File: src/rtl/sdram_seq.sv
module sdram_seq #(
  parameter int CLK_PERIOD_NS = 4,
  parameter int T_RRD_NS      = 15,
  parameter int T_RCD_NS      = 20,
  parameter int T_RP_NS       = 20,
  parameter int T_RAS_NS      = 45,
  parameter int T_RC_NS       = 65,
  parameter int REFI_NS       = 7800,
  parameter int INIT_NS       = 2000,
  parameter int CAS_LAT       = 3,
  parameter int WR_RECOV_CLK  = 2,
  parameter int MRS_GAP_CLK   = 2,
  parameter int BANK_W        = 2,
  parameter int ROW_W         = 12,
  parameter int COL_W         = 9,
  parameter int DATA_W        = 32,
  parameter int ADDR_W        = BANK_W + ROW_W + COL_W
) (
  input  logic              clk,
  input  logic              rst_n,
  input  logic              req_valid,
  input  logic              req_write,
  input  logic [ADDR_W-1:0] req_addr,
  input  logic [DATA_W-1:0] req_wdata,
  output logic              req_ready,
  output logic              wr_ack,
  output logic              rd_valid,
  output logic [DATA_W-1:0] rd_data,
  output logic              sd_cs_n,
  output logic              sd_ras_n,
  output logic              sd_cas_n,
  output logic              sd_we_n,
  output logic [BANK_W-1:0] sd_ba,
  output logic [ROW_W-1:0]  sd_addr,
  output logic [DATA_W-1:0] sd_dq_out,
  output logic              sd_dq_oe,
  input  logic [DATA_W-1:0] sd_dq_in
);

  function automatic int ns2clk(input int ns);
    int c;
    c = (ns + CLK_PERIOD_NS - 1) / CLK_PERIOD_NS;
    return (c < 1) ? 1 : c;
  endfunction

  function automatic int imax(input int a, input int b);
    return (a > b) ? a : b;
  endfunction

  localparam int RRD_C      = ns2clk(T_RRD_NS);
  localparam int RCD_C      = ns2clk(T_RCD_NS);
  localparam int RP_C       = ns2clk(T_RP_NS);
  localparam int RAS_C      = ns2clk(T_RAS_NS);
  localparam int RC_C       = ns2clk(T_RC_NS);
  localparam int INIT_C     = ns2clk(INIT_NS);
  localparam int REFI_C     = imax(REFI_NS / CLK_PERIOD_NS, 2);
  localparam int RW2PRE_RD  = imax(RAS_C - RCD_C, 1);
  localparam int RW2PRE_WR  = imax(RAS_C - RCD_C, WR_RECOV_CLK);
  localparam int PRE2ACT_RD = imax(imax(RP_C, RRD_C), RC_C - RCD_C - RW2PRE_RD);
  localparam int PRE2ACT_WR = imax(imax(RP_C, RRD_C), RC_C - RCD_C - RW2PRE_WR);
  localparam int TMR_W      = $clog2(imax(INIT_C, RC_C) + 1) + 1;
  localparam int REF_W      = $clog2(REFI_C + 1);

  localparam logic [3:0] C_NOP = 4'b0111;
  localparam logic [3:0] C_ACT = 4'b0011;
  localparam logic [3:0] C_RD  = 4'b0101;
  localparam logic [3:0] C_WR  = 4'b0100;
  localparam logic [3:0] C_PRE = 4'b0010;
  localparam logic [3:0] C_REF = 4'b0001;
  localparam logic [3:0] C_MRS = 4'b0000;

  localparam logic [ROW_W-1:0] MODE_WORD = ROW_W'(CAS_LAT << 4);
  localparam logic [ROW_W-1:0] ALL_BANKS = ROW_W'(1 << 10);

  typedef enum logic [2:0] {
    S_INIT, S_REF1, S_REF2, S_MRS, S_IDLE, S_RW, S_PRE
  } state_t;

  state_t            state;
  logic [TMR_W-1:0]  tmr;
  logic [3:0]        cmd_q;
  logic              lat_wr;
  logic [BANK_W-1:0] lat_bank;
  logic [COL_W-1:0]  lat_col;
  logic [DATA_W-1:0] lat_data;
  logic [REF_W-1:0]  ref_cnt;
  logic              ref_pend;
  logic [CAS_LAT:0]  rd_pipe;
  logic              slot_free;
  logic              ref_go;
  logic              rd_go;

  assign {sd_cs_n, sd_ras_n, sd_cas_n, sd_we_n} = cmd_q;
  assign slot_free = (tmr == '0);
  assign ref_go    = slot_free && (state == S_IDLE) && ref_pend;
  assign req_ready = slot_free && (state == S_IDLE) && !ref_pend;
  assign rd_go     = slot_free && (state == S_RW) && !lat_wr;

  always_ff @(posedge clk or negedge rst_n) begin
    if (!rst_n) begin
      state     <= S_INIT;
      tmr       <= TMR_W'(INIT_C - 1);
      cmd_q     <= C_NOP;
      sd_ba     <= '0;
      sd_addr   <= '0;
      sd_dq_out <= '0;
      sd_dq_oe  <= 1'b0;
      wr_ack    <= 1'b0;
      lat_wr    <= 1'b0;
      lat_bank  <= '0;
      lat_col   <= '0;
      lat_data  <= '0;
    end else begin
      cmd_q    <= C_NOP;
      sd_dq_oe <= 1'b0;
      wr_ack   <= 1'b0;
      if (!slot_free) begin
        tmr <= tmr - 1'b1;
      end else begin
        case (state)
          S_INIT: begin
            cmd_q   <= C_PRE;
            sd_addr <= ALL_BANKS;
            tmr     <= TMR_W'(RP_C - 1);
            state   <= S_REF1;
          end
          S_REF1: begin
            cmd_q <= C_REF;
            tmr   <= TMR_W'(RC_C - 1);
            state <= S_REF2;
          end
          S_REF2: begin
            cmd_q <= C_REF;
            tmr   <= TMR_W'(RC_C - 1);
            state <= S_MRS;
          end
          S_MRS: begin
            cmd_q   <= C_MRS;
            sd_ba   <= '0;
            sd_addr <= MODE_WORD;
            tmr     <= TMR_W'(MRS_GAP_CLK - 1);
            state   <= S_IDLE;
          end
          S_IDLE: begin
            if (ref_pend) begin
              cmd_q <= C_REF;
              tmr   <= TMR_W'(RC_C - 1);
            end else if (req_valid) begin
              cmd_q    <= C_ACT;
              sd_ba    <= req_addr[ADDR_W-1 -: BANK_W];
              sd_addr  <= req_addr[COL_W +: ROW_W];
              lat_wr   <= req_write;
              lat_bank <= req_addr[ADDR_W-1 -: BANK_W];
              lat_col  <= req_addr[COL_W-1:0];
              lat_data <= req_wdata;
              tmr      <= TMR_W'(RCD_C - 1);
              state    <= S_RW;
            end
          end
          S_RW: begin
            cmd_q   <= lat_wr ? C_WR : C_RD;
            sd_ba   <= lat_bank;
            sd_addr <= ROW_W'(lat_col);
            if (lat_wr) begin
              sd_dq_out <= lat_data;
              sd_dq_oe  <= 1'b1;
              wr_ack    <= 1'b1;
              tmr       <= TMR_W'(RW2PRE_WR - 1);
            end else begin
              tmr <= TMR_W'(RW2PRE_RD - 1);
            end
            state <= S_PRE;
          end
          S_PRE: begin
            cmd_q   <= C_PRE;
            sd_ba   <= lat_bank;
            sd_addr <= '0;
            tmr     <= lat_wr ? TMR_W'(PRE2ACT_WR - 1) : TMR_W'(PRE2ACT_RD - 1);
            state   <= S_IDLE;
          end
          default: state <= S_INIT;
        endcase
      end
    end
  end

  always_ff @(posedge clk or negedge rst_n) begin
    if (!rst_n) begin
      ref_cnt  <= '0;
      ref_pend <= 1'b0;
    end else begin
      if (ref_go) ref_pend <= 1'b0;
      if (ref_cnt == REF_W'(REFI_C - 1)) begin
        ref_cnt  <= '0;
        ref_pend <= 1'b1;
      end else begin
        ref_cnt <= ref_cnt + 1'b1;
      end
    end
  end

  always_ff @(posedge clk or negedge rst_n) begin
    if (!rst_n) begin
      rd_pipe  <= '0;
      rd_valid <= 1'b0;
      rd_data  <= '0;
    end else begin
      rd_pipe  <= {rd_pipe[CAS_LAT-1:0], rd_go};
      rd_valid <= rd_pipe[CAS_LAT];
      if (rd_pipe[CAS_LAT]) rd_data <= sd_dq_in;
    end
  end

endmodule

File: config.mk
export PLATFORM = sky130hd
export DESIGN_NAME = sdram_seq
export DESIGN_NICKNAME = d
export VERILOG_FILES = /design/src/rtl/sdram_seq.sv
export SDC_FILE = /design/constraint.sdc
export NUM_CORES = 1
export LEC_CHECK = 0
export ABC_CLOCK_PERIOD_IN_PS = 4700
export BUFFER_PORTS_ARGS = -buffer_cell sky130_fd_sc_hd__clkbuf_2
export CAP_MARGIN = 20
export CORE_UTILIZATION = 57
export CTS_CLUSTER_DIAMETER = 150
export DETAILED_ROUTE_END_ITERATION = 12
export GPL_TIMING_DRIVEN = 0
export PLACE_DENSITY = 0.94
export SYNTH_ARGS = -nofsm -noshare
export SYNTH_HDL_FRONTEND = slang
export SYNTH_SLANG_ARGS = --single-unit
File: constraint.sdc
create_clock -name clk -period 4.7 [get_ports clk]
set_input_delay 0.94 -clock clk [delete_from_list [all_inputs] [get_ports clk]]
set_output_delay 0.94 -clock clk [all_outputs]
set_load 0.05 [all_outputs]
# == Word level (Yosys, flattened, before mapping) ==
# Index checks and enable logic that the tools add are counted.
# word_totals
regBits,157
elab_cells,76
# op_classes
n_addsub,2
n_eq_ne,11
n_mux,24
bitwise_logic,1
reduce_logical,22
# ops
cell,count
12-bit one-hot mux with 5 select lines,1
10-bit one-hot mux with 5 select lines,1
10-bit 2-to-1 mux,3
12-bit 2-to-1 mux,2
3-bit one-hot mux with 6 select lines,1
3-bit 2-to-1 mux,5
3-bit one-hot mux with 5 select lines,1
4-bit AND reduction,3
11-bit by 1-bit adder with 11-bit output (second input constant),1
11-bit == test (second input constant),1
11-bit 2-to-1 mux,1
10-bit logical NOT,1
10-bit by 1-bit subtractor with 10-bit output (second input constant),1
3-bit == test (second input constant),3
2-bit OR reduction,4
3-bit by 2-bit == test with 1-bit output (second input constant),2
1-bit 2-to-1 mux,6
6-bit by 3-bit inequality test with 1-bit output (second input constant),1
2-bit one-hot mux with 3 select lines,1
3-bit AND reduction,2
1-bit logical AND,5
5-bit nonzero test,1
2-bit 2-to-1 mux,2
2-bit inequality test (second input constant),2
8 further kinds,9

# == Longest topological paths before layout ==
# depth
word_depth,5
mapped_depth,9
depth_no_buf,6

# == Worst setup path after synthesis ==
# OpenSTA, ideal clock, no wires.
# synth_path
path_type,register -> output
start,register tmr[0]
end,output port req_ready
arrival_ns,2.309
required_ns,3.760
setup_slack_ns,1.451
stages_incl_launch_ff,6
cell_sequence,dfstp_2 inv_1 ha_1 nor2b_1 nand3_1 nor3_1
# synth_via
elab_chain_len,3
# synth_lines
item,line,source
"start, declared",80,logic [TMR_W-1:0] tmr;
"start signal, assigned",102,tmr <= TMR_W'(INIT_C - 1);
"start signal, assigned",118,tmr <= tmr - 1'b1;
"start signal, assigned",124,tmr <= TMR_W'(RP_C - 1);
10-bit logical NOT,94,assign slot_free = (tmr == '0);
1-bit logical AND (2 in a row),96,assign req_ready = slot_free && (state == S_IDLE) && !ref_pend;
"end, declared",25,"output logic req_ready,"
# Every way passes these cells.

# == Final worst setup path ==
# Ends and elaborated chain as after synthesis.

==> metrics <==
Synth Flop Type dfrtp_1; most common cell after layout, fill and taps aside clkbuf_2; Die ar. 0.01206 mm^2; Final setup viols 0; hpwl dp roughly 10,000 um; Worst R2R End sd_dq_out[8]$_DFFE_PN0P_; Slew @ Worst Pin about 0.67 ns; part of the power in registers 43.5%; final hold vios 0; clk root buf clkbuf_16; Peak Freq between 200 and 300 MHz; CP arrival 2.58 ns; largest net degree at the start of global routing 85; Cell variety after synth 48; Final Cycle Share between 70% and 80%; Syn Nets about 560; Pre-Repair DR Iteration Count 5; clock skew approximately 0.010 ns; sequential area share after synthesis between 50% and 60%; PwrDens 431.9 mW/mm^2; Crit. End Element output pin; Die W 109.8 um; number of remaining DRC errors 0; post-synthesis adder-cell area fraction less than 1%; Synth Register Bits 156; count of yosys warnings during synthesis 0; Sw Pwr slightly above 0.001 W; Post-CTS Setup Bufs 0; row cnt 39; Gate power share ~17%; Mapped Area 0.006624 mm^2; VDD IR-drop max between 0.0003 and 0.0004 V; Slew Viols, Final 0; NumNets Final 752; die height between 100 and 150 um; share of post-route cells with drive strength above 1 a little over half; critical path type reg -> out; WL final 14,990 um; Synth Area in Simple Gates ~6.6%; Port-buffer cells approximately 180; Yosys top cell area share between 50 and 60%; most frequent cells in the layout clkbuf_2 (174), dfrtp_1 (146), mux2_2 (75), mux2_4 (40); Synth Area in Compound Gates ~5.3%; Gates resized, CTS repair 0; Worst Hold Depth 0; Hold WS between 0.3 and 0.4 ns; Critical Path RT 3.76 ns; post-synth top area cell dfrtp_1; Via Count ~4,500; internal cell power between 0.002 and 0.003 W; vias in the first global route approximately 4,500; Antenna diodes 0; mux cell area share after synthesis between 20% and 30%; Tot GR Track Use between 20% and 30%; Net Sw Frac between 20 and 30%; Routed WL per cell between 15 and 20 um; R2R Setup Slk 2.21 ns; hold path start rd_pipe[2]$_DFF_PN0_; total grt overflow 0; setup TNS 0 ns; DR iter-0 viols roughly 370; slew margin rel. ~55%; GP Congestion slightly below 0.9; top cells by area, synth dfrtp_1 (55%), mux2_2 (13%), mux2_4 (9.1%); unrepaired setup endpoints after global routing false; Worst Hold Class reg -> reg; Max clock buf depth 2; max cap viols 0; Boundary Pins around 180; Starting Density around 60%; Sink Count around 160; worst-case reg-to-reg path depth 7; Core Region about 0.011 mm^2; initial antenna violation count 0; reg2reg start tmr[0]$_DFFE_PN1P_; status finished clean; WHS Endpoint rd_pipe[3]$_DFF_PN0_; first-pass GRT wire length around 23,000 um; min cycle time layout 3.521 ns; cts hold-fix bufs 0; largest family of logic cells by synthesized area multiplexers; Post-Synthesis Cells about 460; PnR Total Power roughly 0.0036 W; clock-pin slew on the worst setup and hold paths 0.07 ns; Post-synth EDFFs 0; CTS tree yes; power share of the clock group 39.7%; DRT antenna net count 0; crit path max fanout 8; Leak Pwr around 4.2 nW; Layout Utilization around three quarters; xor-xnor portion of the synthesized cell area under 10%; startpoint types register; clk_lat worst skew between 0.4 and 0.5 ns; H-Tree Level Count 4; mean post-synth cell area 14.31 um^2; ys async rst share 100.0%; Area Overhead vs Synth 25.92%; DR vias/cell about 5.5; cts bufs inserted 17
-- power groups by stage --
stage / logic (W) / clock network (W) / registers (W)
CTS: 0.000605 / 0.00145 / 0.00157
finish: 0.000605 / 0.00143 / 0.00157
global route: 0.000652 / 0.00151 / 0.00158
global placement: 0.000569 / 0 / 0.00157
floorplan: 0.000297 / 0 / 0.00169
detailed placement: 0.000598 / 0 / 0.00159
-- critical path, cell delays in order, from the launching register on --
cell and delay, ns:
dfstp_2 0.38, inv_1 0.07, ha_1 0.27, nor2b_1 0.31, nand3_1 0.36, nor3_1 0.41
clkbuf_2 0.34
-- per-stage QoR --
| step | setup slack (ns) | cell area, um^2 | instances |
|---|---|---|---|
| global route | 1.041 | 8341 | 814 |
| finish | 1.179 | 8341 | 814 |
| floorplan | 1.451 | 6624 | 463 |
| global placement | 0.3100 | 7679 | 781 |
| detailed placement | 1.703 | 7715 | 782 |
| CTS | 1.174 | 8341 | 814 |
-- layer usage --
| layer | wire length [um] | vias up | global-route usage, % |
|---|---|---|---|
| met5 | 0 | - | 0 |
| met4 | 311 | 0 | 10.00 |
| met3 | 1092 | 28 | 7.706 |
| met2 | 7930 | 206 | 45.67 |
| met1 | 5656 | 2211 | 30.07 |
| li1 | - | 2028 | - |
-- cell type report --
type / count / area, um^2
flip-flops and latches: 156 / 3916
fillers: 672 / 3029
multi-input cells: 273 / 2460
repair buffers: 176 / 912.1
clock buffers: 20 / 466.7
plain buffers: 27 / 221.5
well taps: 143 / 178.9
clock inverters: 12 / 158.9
inverters: 7 / 26.28
-- registers in the layout (all words and copies together) (netlist names), 2 cells and up --
signal     flops
lat_data      32
rd_data       32
sd_dq_out     32
sd_addr       12
ref_cnt       11
tmr           10
lat_col        9
rd_pipe        4
cmd_q          3
state          3
lat_bank       2
sd_ba          2
-- synth_stat cells (all sizes together), types with 2 or more instances --
| master | number |
|---|---|
| a211o | 2 |
| a21oi | 10 |
| a22o | 2 |
| a2bb2oi | 3 |
| and3 | 3 |
| buf | 17 |
| clkbuf | 10 |
| dfrtp | 146 |
| dfstp | 10 |
| ha | 3 |
| inv | 7 |
| mux2 | 115 |
| mux2i | 7 |
| nand2 | 12 |
| nand2b | 5 |
| nand3 | 10 |
| nor2 | 25 |
| nor2b | 6 |
| nor3 | 7 |
| nor4 | 3 |
| o211ai | 3 |
| o21ai | 24 |
| o31ai | 3 |
| o32ai | 2 |
| or3 | 3 |
| or4 | 2 |
| xnor2 | 5 |
| xor2 | 8 |
-- logic make-up after synthesis --
kind of cell | Yosys count
other cells | 1
xor+xnor | 13
mux | 122
fa+ha+maj | 3
compound gates | 54
flops | 156
simple gates | 80
buf+inv | 34
-- worst max path at each step --
stage | start | to | slack, ns
after CTS | tmr[0]$_DFFE_PN1P_ | req_ready | 1.17
after detailed placement | tmr[0]$_DFFE_PN1P_ | req_ready | 1.70
final | tmr[0]$_DFFE_PN1P_ | req_ready | 1.18
after global placement | rst_n | ref_cnt[1]$_DFF_PN0_ | 0.31
after floorplan | tmr[0]$_DFFE_PN1P_ | req_ready | 1.45
after global routing | tmr[0]$_DFFE_PN1P_ | req_ready | 1.04
(Power assumes the default switching activity.)
